[config.mk]
export PLATFORM = sky130hd
export DESIGN_NAME = vid_sync_gen
export DESIGN_NICKNAME = d
export VERILOG_FILES = /design/src/rtl/vs_pkg.sv /design/src/rtl/vs_line_timer.sv /design/src/rtl/vs_field_timer.sv /design/src/rtl/vs_decode.sv /design/src/rtl/vid_sync_gen.sv
export SDC_FILE = /design/constraint.sdc
export NUM_CORES = 1
export LEC_CHECK = 0
export BUFFER_PORTS_ARGS = -buffer_cell sky130_fd_sc_hd__buf_2
export CORE_MARGIN = 2
export CORE_UTILIZATION = 45
export DETAILED_ROUTE_END_ITERATION = 10
export PLACE_DENSITY = 0.71
export SLEW_MARGIN = 20
export SYNTH_ARGS = -nofsm -noshare
export SYNTH_HDL_FRONTEND = slang
export SYNTH_HIERARCHICAL = 1
export SYNTH_SLANG_ARGS = --single-unit
[constraint.sdc]
create_clock -name clk -period 13 [get_ports clk]
set_clock_uncertainty 0.05 [all_clocks]
set_input_delay 0.65 -clock clk [delete_from_list [all_inputs] [get_ports clk]]
set_output_delay 0.65 -clock clk [all_outputs]
set_load 0.005 [all_outputs]
[src/rtl/vs_pkg.sv]
package vs_pkg;

  typedef enum logic [1:0] {
    SCAN_SHORT = 2'd0,
    SCAN_INTER = 2'd1,
    SCAN_LONG  = 2'd2
  } scan_e;

  // Field length in half-lines for a frame of 'lines' lines.
  function automatic int field_half_lines(input int lines, input scan_e scan);
    case (scan)
      SCAN_SHORT: return lines - 1;
      SCAN_LONG:  return lines + 1;
      default:    return lines;
    endcase
  endfunction

endpackage

[src/rtl/vs_line_timer.sv]
module vs_line_timer #(
  parameter int HW = 10
) (
  input  logic          clk,
  input  logic          rst,
  input  logic          pix_en,
  input  logic          slave,
  input  logic          hsync_in_n,
  input  logic [HW-1:0] line_len,
  output logic [HW-1:0] h_cur,
  output logic [HW-1:0] h_nxt,
  output logic          line_start,
  output logic          mid_line,
  output logic          pix_clk
);

  logic          hs_prev;
  logic          hs_fall;
  logic [HW-1:0] last_px;
  logic [HW-1:0] half_px;

  assign last_px = line_len - HW'(1);
  assign half_px = line_len >> 1;

  always_comb begin
    hs_fall = pix_en & slave & hs_prev & ~hsync_in_n;
    h_nxt   = h_cur;
    if (pix_en) begin
      if (hs_fall || (h_cur >= last_px)) h_nxt = '0;
      else                               h_nxt = h_cur + HW'(1);
    end
    line_start = pix_en & (h_nxt == '0);
    mid_line   = pix_en & (h_nxt == half_px);
  end

  always_ff @(posedge clk) begin
    if (rst) begin
      h_cur   <= '0;
      hs_prev <= 1'b1;
      pix_clk <= 1'b1;
    end else begin
      h_cur <= h_nxt;
      if (pix_en) begin
        hs_prev <= hsync_in_n;
        pix_clk <= line_start ? 1'b1 : ~pix_clk;
      end
    end
  end

endmodule

[src/rtl/vs_field_timer.sv]
module vs_field_timer #(
  parameter int VW = 10
) (
  input  logic          clk,
  input  logic          rst,
  input  logic          pix_en,
  input  logic          slave,
  input  logic          vsync_in_n,
  input  logic          line_start,
  input  logic          mid_line,
  input  logic          interlace,
  input  logic [VW-1:0] field_len,
  output logic [VW-1:0] vh_cur,
  output logic [VW-1:0] vh_nxt,
  output logic          field
);

  logic vs_prev;
  logic vs_fall;
  logic step;
  logic wrap;
  logic field_nxt;

  always_comb begin
    vs_fall   = pix_en & slave & vs_prev & ~vsync_in_n;
    step      = line_start | mid_line;
    wrap      = step & (vh_cur >= field_len - VW'(1));
    vh_nxt    = vh_cur;
    field_nxt = field;
    if (vs_fall) begin
      vh_nxt    = '0;
      field_nxt = ~line_start;
    end else if (wrap) begin
      vh_nxt    = '0;
      field_nxt = interlace ? ~field : 1'b0;
    end else if (step) begin
      vh_nxt    = vh_cur + VW'(1);
    end
  end

  always_ff @(posedge clk) begin
    if (rst) begin
      vh_cur  <= '0;
      field   <= 1'b0;
      vs_prev <= 1'b1;
    end else begin
      vh_cur <= vh_nxt;
      field  <= field_nxt;
      if (pix_en) vs_prev <= vsync_in_n;
    end
  end

endmodule

[src/rtl/vs_decode.sv]
module vs_decode #(
  parameter int HW           = 10,
  parameter int VW           = 10,
  parameter int HSYNC_W      = 64,
  parameter int ACTIVE_START = 122,
  parameter int FRONT_PORCH  = 16,
  parameter int BURST_DELAY  = 8,
  parameter int BURST_LEN    = 34,
  parameter int VSYNC_HL     = 6,
  parameter int VBLANK_HL    = 40
) (
  input  logic          clk,
  input  logic          rst,
  input  logic [HW-1:0] h_nxt,
  input  logic [VW-1:0] vh_nxt,
  input  logic [HW-1:0] line_len,
  input  logic          sel_master,
  input  logic          sel_pal,
  output logic          hsync_out_n,
  output logic          vsync_out_n,
  output logic          blank,
  output logic          burst_gate,
  output logic          sync_oe,
  output logic          pal_colour
);

  localparam logic [HW-1:0] HS_END  = HW'(HSYNC_W);
  localparam logic [HW-1:0] ACT_BEG = HW'(ACTIVE_START);
  localparam logic [HW-1:0] FP_LEN  = HW'(FRONT_PORCH);
  localparam logic [HW-1:0] BG_BEG  = HW'(HSYNC_W + BURST_DELAY);
  localparam logic [HW-1:0] BG_END  = HW'(HSYNC_W + BURST_DELAY + BURST_LEN);
  localparam logic [VW-1:0] VS_END  = VW'(VSYNC_HL);
  localparam logic [VW-1:0] VB_END  = VW'(VBLANK_HL);

  logic hs_d, vs_d, bl_d, bg_d;

  always_comb begin
    hs_d = (h_nxt < HS_END);
    vs_d = (vh_nxt < VS_END);
    bl_d = (h_nxt < ACT_BEG) || (h_nxt >= (line_len - FP_LEN)) || (vh_nxt < VB_END);
    bg_d = (h_nxt >= BG_BEG) && (h_nxt < BG_END) && !vs_d;
  end

  always_ff @(posedge clk) begin
    if (rst) begin
      hsync_out_n <= 1'b0;
      vsync_out_n <= 1'b0;
      blank       <= 1'b1;
      burst_gate  <= 1'b0;
      sync_oe     <= 1'b0;
      pal_colour  <= 1'b0;
    end else begin
      hsync_out_n <= ~hs_d;
      vsync_out_n <= ~vs_d;
      blank       <= bl_d;
      burst_gate  <= bg_d;
      sync_oe     <= sel_master;
      pal_colour  <= sel_pal;
    end
  end

endmodule

[src/rtl/vid_sync_gen.sv]
module vid_sync_gen
  import vs_pkg::*;
#(
  parameter int CLK_LINE_525 = 858,
  parameter int CLK_LINE_625 = 864,
  parameter int LINES_525    = 525,
  parameter int LINES_625    = 625,
  parameter int HSYNC_W      = 64,
  parameter int ACTIVE_START = 122,
  parameter int FRONT_PORCH  = 16,
  parameter int BURST_DELAY  = 8,
  parameter int BURST_LEN    = 34,
  parameter int VSYNC_HL     = 6,
  parameter int VBLANK_HL    = 40,
  localparam int HW = $clog2((CLK_LINE_525 > CLK_LINE_625) ? CLK_LINE_525 : CLK_LINE_625),
  localparam int VW = $clog2(((LINES_525 > LINES_625) ? LINES_525 : LINES_625) + 2)
) (
  input  logic          clk,
  input  logic          rst,
  input  logic          pix_en,
  input  logic          sel_pal,
  input  logic          sel_pal60,
  input  logic          sel_master,
  input  logic          sel_interlace,
  input  logic          sel_long_field,
  input  logic          hsync_in_n,
  input  logic          vsync_in_n,
  output logic          hsync_out_n,
  output logic          vsync_out_n,
  output logic          sync_oe,
  output logic          pix_clk,
  output logic          blank,
  output logic          burst_gate,
  output logic          pal_colour,
  output logic          field,
  output logic [HW-1:0] h_count,
  output logic [VW-1:0] half_line
);

  logic          std_625;
  logic [HW-1:0] line_len;
  logic [VW-1:0] field_len;
  scan_e         scan;
  logic [HW-1:0] h_nxt;
  logic [VW-1:0] vh_nxt;
  logic          line_start, mid_line;

  always_comb begin
    std_625   = sel_pal & ~sel_pal60;
    line_len  = std_625 ? HW'(CLK_LINE_625) : HW'(CLK_LINE_525);
    scan      = sel_interlace  ? SCAN_INTER :
                sel_long_field ? SCAN_LONG  : SCAN_SHORT;
    field_len = VW'(field_half_lines(std_625 ? LINES_625 : LINES_525, scan));
  end

  vs_line_timer #(.HW(HW)) u_line (
    .clk        (clk),
    .rst        (rst),
    .pix_en     (pix_en),
    .slave      (~sel_master),
    .hsync_in_n (hsync_in_n),
    .line_len   (line_len),
    .h_cur      (h_count),
    .h_nxt      (h_nxt),
    .line_start (line_start),
    .mid_line   (mid_line),
    .pix_clk    (pix_clk)
  );

  vs_field_timer #(.VW(VW)) u_field (
    .clk        (clk),
    .rst        (rst),
    .pix_en     (pix_en),
    .slave      (~sel_master),
    .vsync_in_n (vsync_in_n),
    .line_start (line_start),
    .mid_line   (mid_line),
    .interlace  (sel_interlace),
    .field_len  (field_len),
    .vh_cur     (half_line),
    .vh_nxt     (vh_nxt),
    .field      (field)
  );

  vs_decode #(
    .HW(HW), .VW(VW), .HSYNC_W(HSYNC_W), .ACTIVE_START(ACTIVE_START),
    .FRONT_PORCH(FRONT_PORCH), .BURST_DELAY(BURST_DELAY), .BURST_LEN(BURST_LEN),
    .VSYNC_HL(VSYNC_HL), .VBLANK_HL(VBLANK_HL)
  ) u_dec (
    .clk         (clk),
    .rst         (rst),
    .h_nxt       (h_nxt),
    .vh_nxt      (vh_nxt),
    .line_len    (line_len),
    .sel_master  (sel_master),
    .sel_pal     (sel_pal),
    .hsync_out_n (hsync_out_n),
    .vsync_out_n (vsync_out_n),
    .blank       (blank),
    .burst_gate  (burst_gate),
    .sync_oe     (sync_oe),
    .pal_colour  (pal_colour)
  );

endmodule

==> results of run 1 <==
## state kept, by name (all words and copies together) (netlist names)
signal             count
u_dec/pal_colour       1
u_dec/blank            1
u_field/vh_cur        10
u_dec/sync_oe          1
u_dec/vsync_out_n      1
u_field/vs_prev        1
u_line/pix_clk         1
u_field/field          1
u_dec/burst_gate       1
u_line/hs_prev         1
u_line/h_cur          10
u_dec/hsync_out_n      1
## cell usage in the layout (no fill, tap or decap), types with 16 or more instances in the layout
master	count
buf_2	37
conb_1	42
dfxtp_1	30
ha_1	35
inv_1	16
nand2_1	20
nor2_1	43
nor3_1	22
xnor2_1	17
xor2_1	24
## report_power, final
part | internal [uW] | switching (uW) | total (uW) | leakage [uW]
logic | 17.2 | 23.9 | 41.0 | 0.00124
registers | 94.0 | 2.33 | 96.4 | 0.000244
clock network | 53.4 | 35.2 | 88.6 | 0.0000575
## through the flow
step	area (sq um)	hold WS [ns]	total power, uW	worst slack, ns
CTS	3270	0.516	228	7.30
detailed placement	3160	0.492	139	7.05
global route	3270	0.524	238	6.81
floorplan	2900	0.473	127	7.75
finish	3270	0.518	226	7.25
global placement	3160	0.486	137	7.30
## final timing paths
path	cells past startpoint	from	to	slack, ns
worst min-delay path	2	u_line/pix_clk	u_line/pix_clk	0.52
worst max register to register	17	u_line/h_cur[3]	u_dec/burst_gate	8.19
worst min register to register	2	u_line/pix_clk	u_line/pix_clk	0.52
worst max-delay path	25	sel_pal60	u_dec/burst_gate	7.25
## per-layer routing
layer	part of all wire	wire, microns	up-vias
met5	0	0	-
met4	0.018	122	0
met3	0.039	263	12
met2	0.48	3260	70
met1	0.46	3130	1193
li1	-	-	1344
## area by class of cell
| cell class | count | area, sq um | share of cell area |
|---|---|---|---|
| clock buffers | 8 | 110 | 0.0337 |
| inverters | 16 | 60.1 | 0.0184 |
| multi-input cells | 328 | 2200 | 0.672 |
| flip-flops and latches | 30 | 601 | 0.184 |
| well taps | 75 | 93.8 | 0.0287 |
| repair buffers | 40 | 208 | 0.0635 |
## worst reg2reg max path: cells and delay by family, from the launching register on
kind | cells | cell delay [ns]
compound gates | 7 | 1.91
buf+inv | 1 | 0.28
flops | 1 | 0.58
fa+ha+maj | 1 | 0.33
simple gates | 8 | 1.57
==> summary.md, run 1 <==
| Metric | Value |
|---|---|
| Fin util | 0.552 |
| Worst Tran Pin Value | between 0.9 and 1 ns |
| Most common cell on crit path | nor4_1 |
| RSZ-0062 raised after global routing | no |
| Nets | approximately 470 |
| Setup crit end kind | flip-flop |
| GR peak layer | met2 |
| Crit share post-route | 0.442 |
| Clock Tree Buf Depth | 2 |
| Drt total wl | between 6 and 7 mm |
| Pwr dens | 69.1 nW/um^2 |
| Met1 usage | 0.253 |
| Syn Inst Count | ~340 |
| Placer congestion estimate | between 0.8 and 0.9 |
| Max-capacitance violation count | 0 |
| CORE AREA | approximately 5900 sq um |
| Clk sinks | 30 |
| FP Rows | 28 |
| Fillers | between 500 and 600 |
| Resize count post-CTS | 0 |
| # port buffers | 37 |
| Status | finished, final reports clean |
| CTS tree | yes |
| Post-Syn Area per Cell | 8.03 sq um |
| WP buf/inv | 4 |
| H-tree depth | 2 |
| Yosys synthesis warning count | 6 |
| Worst IR drop on VDD | 0.0000472 V |
| Vias per inst | 5.27 |
| Setup violators final | 0 |
| Ant. Diodes | 0 |
| Antenna violations before repair | 0 |
| Grt met2 use | 0.358 |
| Post-placement cell count | 489 |
| Total iterations of the first detailed-routing run | 4 |
| Inserted Clock Buffers | 5 |
| Critical path class | in2reg |
| Max FO, Critical Path | 29 |
| Half-perimeter wire length after placement | between 5 and 6 mm |
| Chip width | a little over 80 microns |
| Clock Latency Late Sink | roughly 0.28 ns |
| Layout cell share with drive strength beyond 1 | 0.152 |
| # Post-CTS Setup Buffers | 0 |
| Lkg Pwr | around 0.0015 uW |
| Worst EP arrival | around 6 ns |
| Total congestion overflow | 0 |
| Clock transition at path regs | approximately 0.070 ns |
| Initial Util | 0.465 |
| Number of global-route vias before repair | roughly 2400 |
| Layout area overhead | 18.8% |
| Fmax achieved | between 0.15 and 0.2 GHz |
| Met3 Usage GRT | 0.0283 |
| WP data required | about 13 ns |
| DIE HEIGHT | 82.2 microns |
| Tmin final | between 5 and 6 ns |
| Startpoint Class | input port |
| Total negative slack | 0 ns |
| Largest net degree at the start of global routing | 30 |
| Avg WL per Cell | between 10 and 15 microns |
| Post-route insts no fill | slightly below 500 |
| Rel. slew slack | 0.357 |
| Total track usage | 0.205 |
| Hold buffers post-CTS | 0 |
| Post-DRT Antenna Nets | 0 |
| First-pass GRT wire length | 10.7 mm |
| DIE AREA | ~6800 sq um |
| Top delay family on crit path | simple AND/OR/NAND/NOR gates |
| Pins Over Slew Limit | 0 |
| Initial DRC count | roughly 140 |
| DRC violations left | 0 |
| Hold crit path type | reg2reg |
| CTS root buffer | clkbuf_8 |
| Detailed-route via count | between 2000 and 3000 |
| Fin. Hold Viols | 0 |
| IO Count | 38 |
| Post-synth design cell area | around 2800 sq um |
| Crit path max-delay cell type | nor4_1 |
| Critical path's largest stage delay | roughly 0.50 ns |
Power figures use the tool's default switching activity.
==> inputs of run 2 (changes only) <==
==> constraint.sdc (replaced) <==
create_clock -name clk -period 5.9 [get_ports clk]
set_clock_uncertainty 0.05 [all_clocks]
set_input_delay 0.295 -clock clk [delete_from_list [all_inputs] [get_ports clk]]
set_output_delay 0.295 -clock clk [all_outputs]
set_load 0.005 [all_outputs]
==> summary.md, run 2 (synthesized netlist as in run 1, its figures left out) <==
| Metric | Value |
|---|---|
| Status | finished, final reports clean |
| Total iterations of the first detailed-routing run | 4 (unchanged) |
| IO Count | 38 (unchanged) |
| Top Registers | u_field/vh_cur (10), u_line/h_cur (10) |
| Most frequent cells in the layout | nor2_1 (43), conb_1 (42), buf_2 (37), ha_1 (35), dfxtp_1 (30) |
| RSZ-0062 raised after global routing | no |
| Avg WL per Cell | 13.5 microns (-0.91%) |
| Max-capacitance violation count | 0 (unchanged) |
| Number of global-route vias before repair | 2437 (+3.2%) |
| FP Rows | 28 (unchanged) |
| Total congestion overflow | 0 (unchanged) |
| Cell Area, Placed | 3170 sq um (+0.24%) |
| Clock transition at path regs | 0.07 ns (about the same) |
| CP cell instances | buf_2 -> nand2b_1 -> buf_4 -> nor2_1 -> nand2_1 -> or3_1 -> xor2_1 -> ha_1 -> nand4_1 -> nor4_1 -> nor4_1 -> nand2_1 -> mux2i_1 -> nand4_1 -> a2111oi_2 -> nor2_2 -> nor2_1 -> nand3_1 -> xor2_1 -> nor2_1 -> nor4_1 -> a21oi_1 -> and4_1 |
| WP buf/inv | 2 (-2) |
| Fmax achieved | between 0.2 and 0.25 GHz |
| Crit share post-route | 0.838 |
| Rel. slew slack | 0.606 (+0.248) |
| Largest net degree at the start of global routing | 27 (-10%) |
| Worst Tran Pin Value | 0.587 ns (-0.377 ns) |
| Clk sinks | 30 (unchanged) |
| Worst IR drop on VDD | 0.0000884 V (+87%) |
| Chip width | 82.2 microns (unchanged) |
| Ant. Diodes | 0 (unchanged) |
| Setup crit end kind | flip-flop |
| Final hold slack | 0.183 ns (-0.335 ns) |
| Detailed-route via count | 2649 (+1.1%) |
| Gate power share | 0.192 (+0.010) |
| Startpoint Class | input port |
| Inserted Clock Buffers | 5 (unchanged) |
| Fin. Hold Viols | 0 (unchanged) |
| CTS tree | yes |
| Total track usage | 0.206 (+0.000824) |
| Commonest non-fill, non-tap cell in the layout | nor2_1 |
| Resize count post-CTS | 0 (unchanged) |
| Layout cell share with drive strength beyond 1 | 0.151 (-0.000359) |
| DRC violations left | 0 (unchanged) |
| Hold crit path type | in2reg |
| Vias per inst | 5.32 (+0.94%) |
| DIE AREA | 6760 sq um (unchanged) |
| Internal | 339 uW (+110%) |
| CTS root buffer | clkbuf_8 |
| Post-DRT Antenna Nets | 0 (unchanged) |
| Crit path max-delay cell type | nor4_1 |
| Drt total wl | 6.73 mm (-0.71%) |
| Pwr dens | 146 nW/um^2 (+110%) |
| Half-perimeter wire length after placement | 5.18 mm (-0.63%) |
| Clock Latency Late Sink | 0.28 ns (about the same) |
| Tmin final | a little under 5 ns |
| Lkg Pwr | 0.00153 uW (-0.25%) |
| NetSw | 137 uW (+120%) |
| Worst EP arrival | 5.06 ns (-0.81 ns) |
| Antenna violations before repair | 0 (unchanged) |
| Initial Util | 0.465 (unchanged) |
| Max FO, Critical Path | 26 (-10%) |
| Initial DRC count | 133 (-3.6%) |
| WP data required | 6.01 ns (-7.11 ns) |
| CORE AREA | 5920 sq um (unchanged) |
| # port buffers | 37 (unchanged) |
| First-pass GRT wire length | 10.8 mm (+1.4%) |
| # Post-CTS Setup Buffers | 0 (unchanged) |
| Switching share of total power | 0.288 (+0.0160) |
| Total power | 477 uW (+110%) |
| Critical path class | in2reg |
| Clock Tree Buf Depth | 2 (unchanged) |
| Fin util | 0.551 (-0.00190) |
| Layout area overhead | 18.4% |
| Sequential Power Share | 0.446 (+0.020) |
| Critical path's largest stage delay | 0.50 ns (about the same) |
| Nets | 467 (+0.21%) |
| Clock Power Share | 0.363 (-0.029) |
| DIE HEIGHT | 82.2 microns (unchanged) |
| Placer congestion estimate | 0.852 (-1.5%) |
| Top delay family on crit path | simple AND/OR/NAND/NOR gates |
| Final Cell Area | 3260 sq um (-0.34%) |
| Pins Over Slew Limit | 0 (unchanged) |
| Setup violators final | 0 (unchanged) |
| Hold buffers post-CTS | 0 (unchanged) |
| Total negative slack | 0 ns (unchanged) |
| H-tree depth | 2 (unchanged) |
==> run 2: cell types whose count changed in the layout (fill, tap and decap cells not counted), sizes merged <==
cell	delta
clkinv	+1
clkbuf	-1
buf	+1
==> run 2: area by class of cell <==
cell class	instances	area [sq um]
tap	75	93.8
fill	564	2660
timing repair buffer	41	215
sequential	30	601
inverter	16	60.1
clock inverter	1	5.00
multi-input combinational	328	2200
clock buffer	7	86.3
==> run 2: power groups by stage <==
stage	combinational (uW)	sequential [uW]	clock, uW
after floorplan	65.1	216	0
after global placement	86.6	217	0
after detailed placement	89.1	217	0
after CTS	89.6	212	179
after global routing	104	213	185
final	91.3	212	173
==> run 2: worst paths after layout <==
kind                                       from               end  slack (ns)  cells past startpoint
worst max-delay path                  sel_pal60  u_dec/burst_gate        0.95                     23
worst min-delay path                 vsync_in_n   u_field/vs_prev        0.18                      2
worst max register to register  u_line/h_cur[0]  u_dec/burst_gate        1.32                     16
worst min register to register   u_line/pix_clk    u_line/pix_clk        0.52                      2
==> run 2: worst reg2reg max path: stages, from the launching register on <==
cell and delay [ns]:
dfxtp_1 0.52, ha_1 0.30, nand4_2 0.19, nor3_2 0.20, xnor2_1 0.18, or4b_1 0.54
a31o_1 0.20, a22o_1 0.22, a2111oi_2 0.29, nor2_2 0.14, nor2_1 0.33, nand3_1 0.14
xor2_1 0.25, nor2_1 0.07, nor4_1 0.50, a21oi_1 0.16, and4_1 0.20
==> run 2: routing by layer <==
layer	wire length, microns	track usage
met1	3110	0.274
met2	3190	0.341
met3	364	0.0217
met4	73	0.0767
met5	0	0
==> run 2: per-stage QoR <==
stage          cells  setup slack (ns)
2_1_floorplan    383              1.01
3_3_place_gp     490             0.903
3_5_place_dp     490             0.774
4_1_cts          498              1.05
5_1_grt          498             0.452
6_report         498             0.954
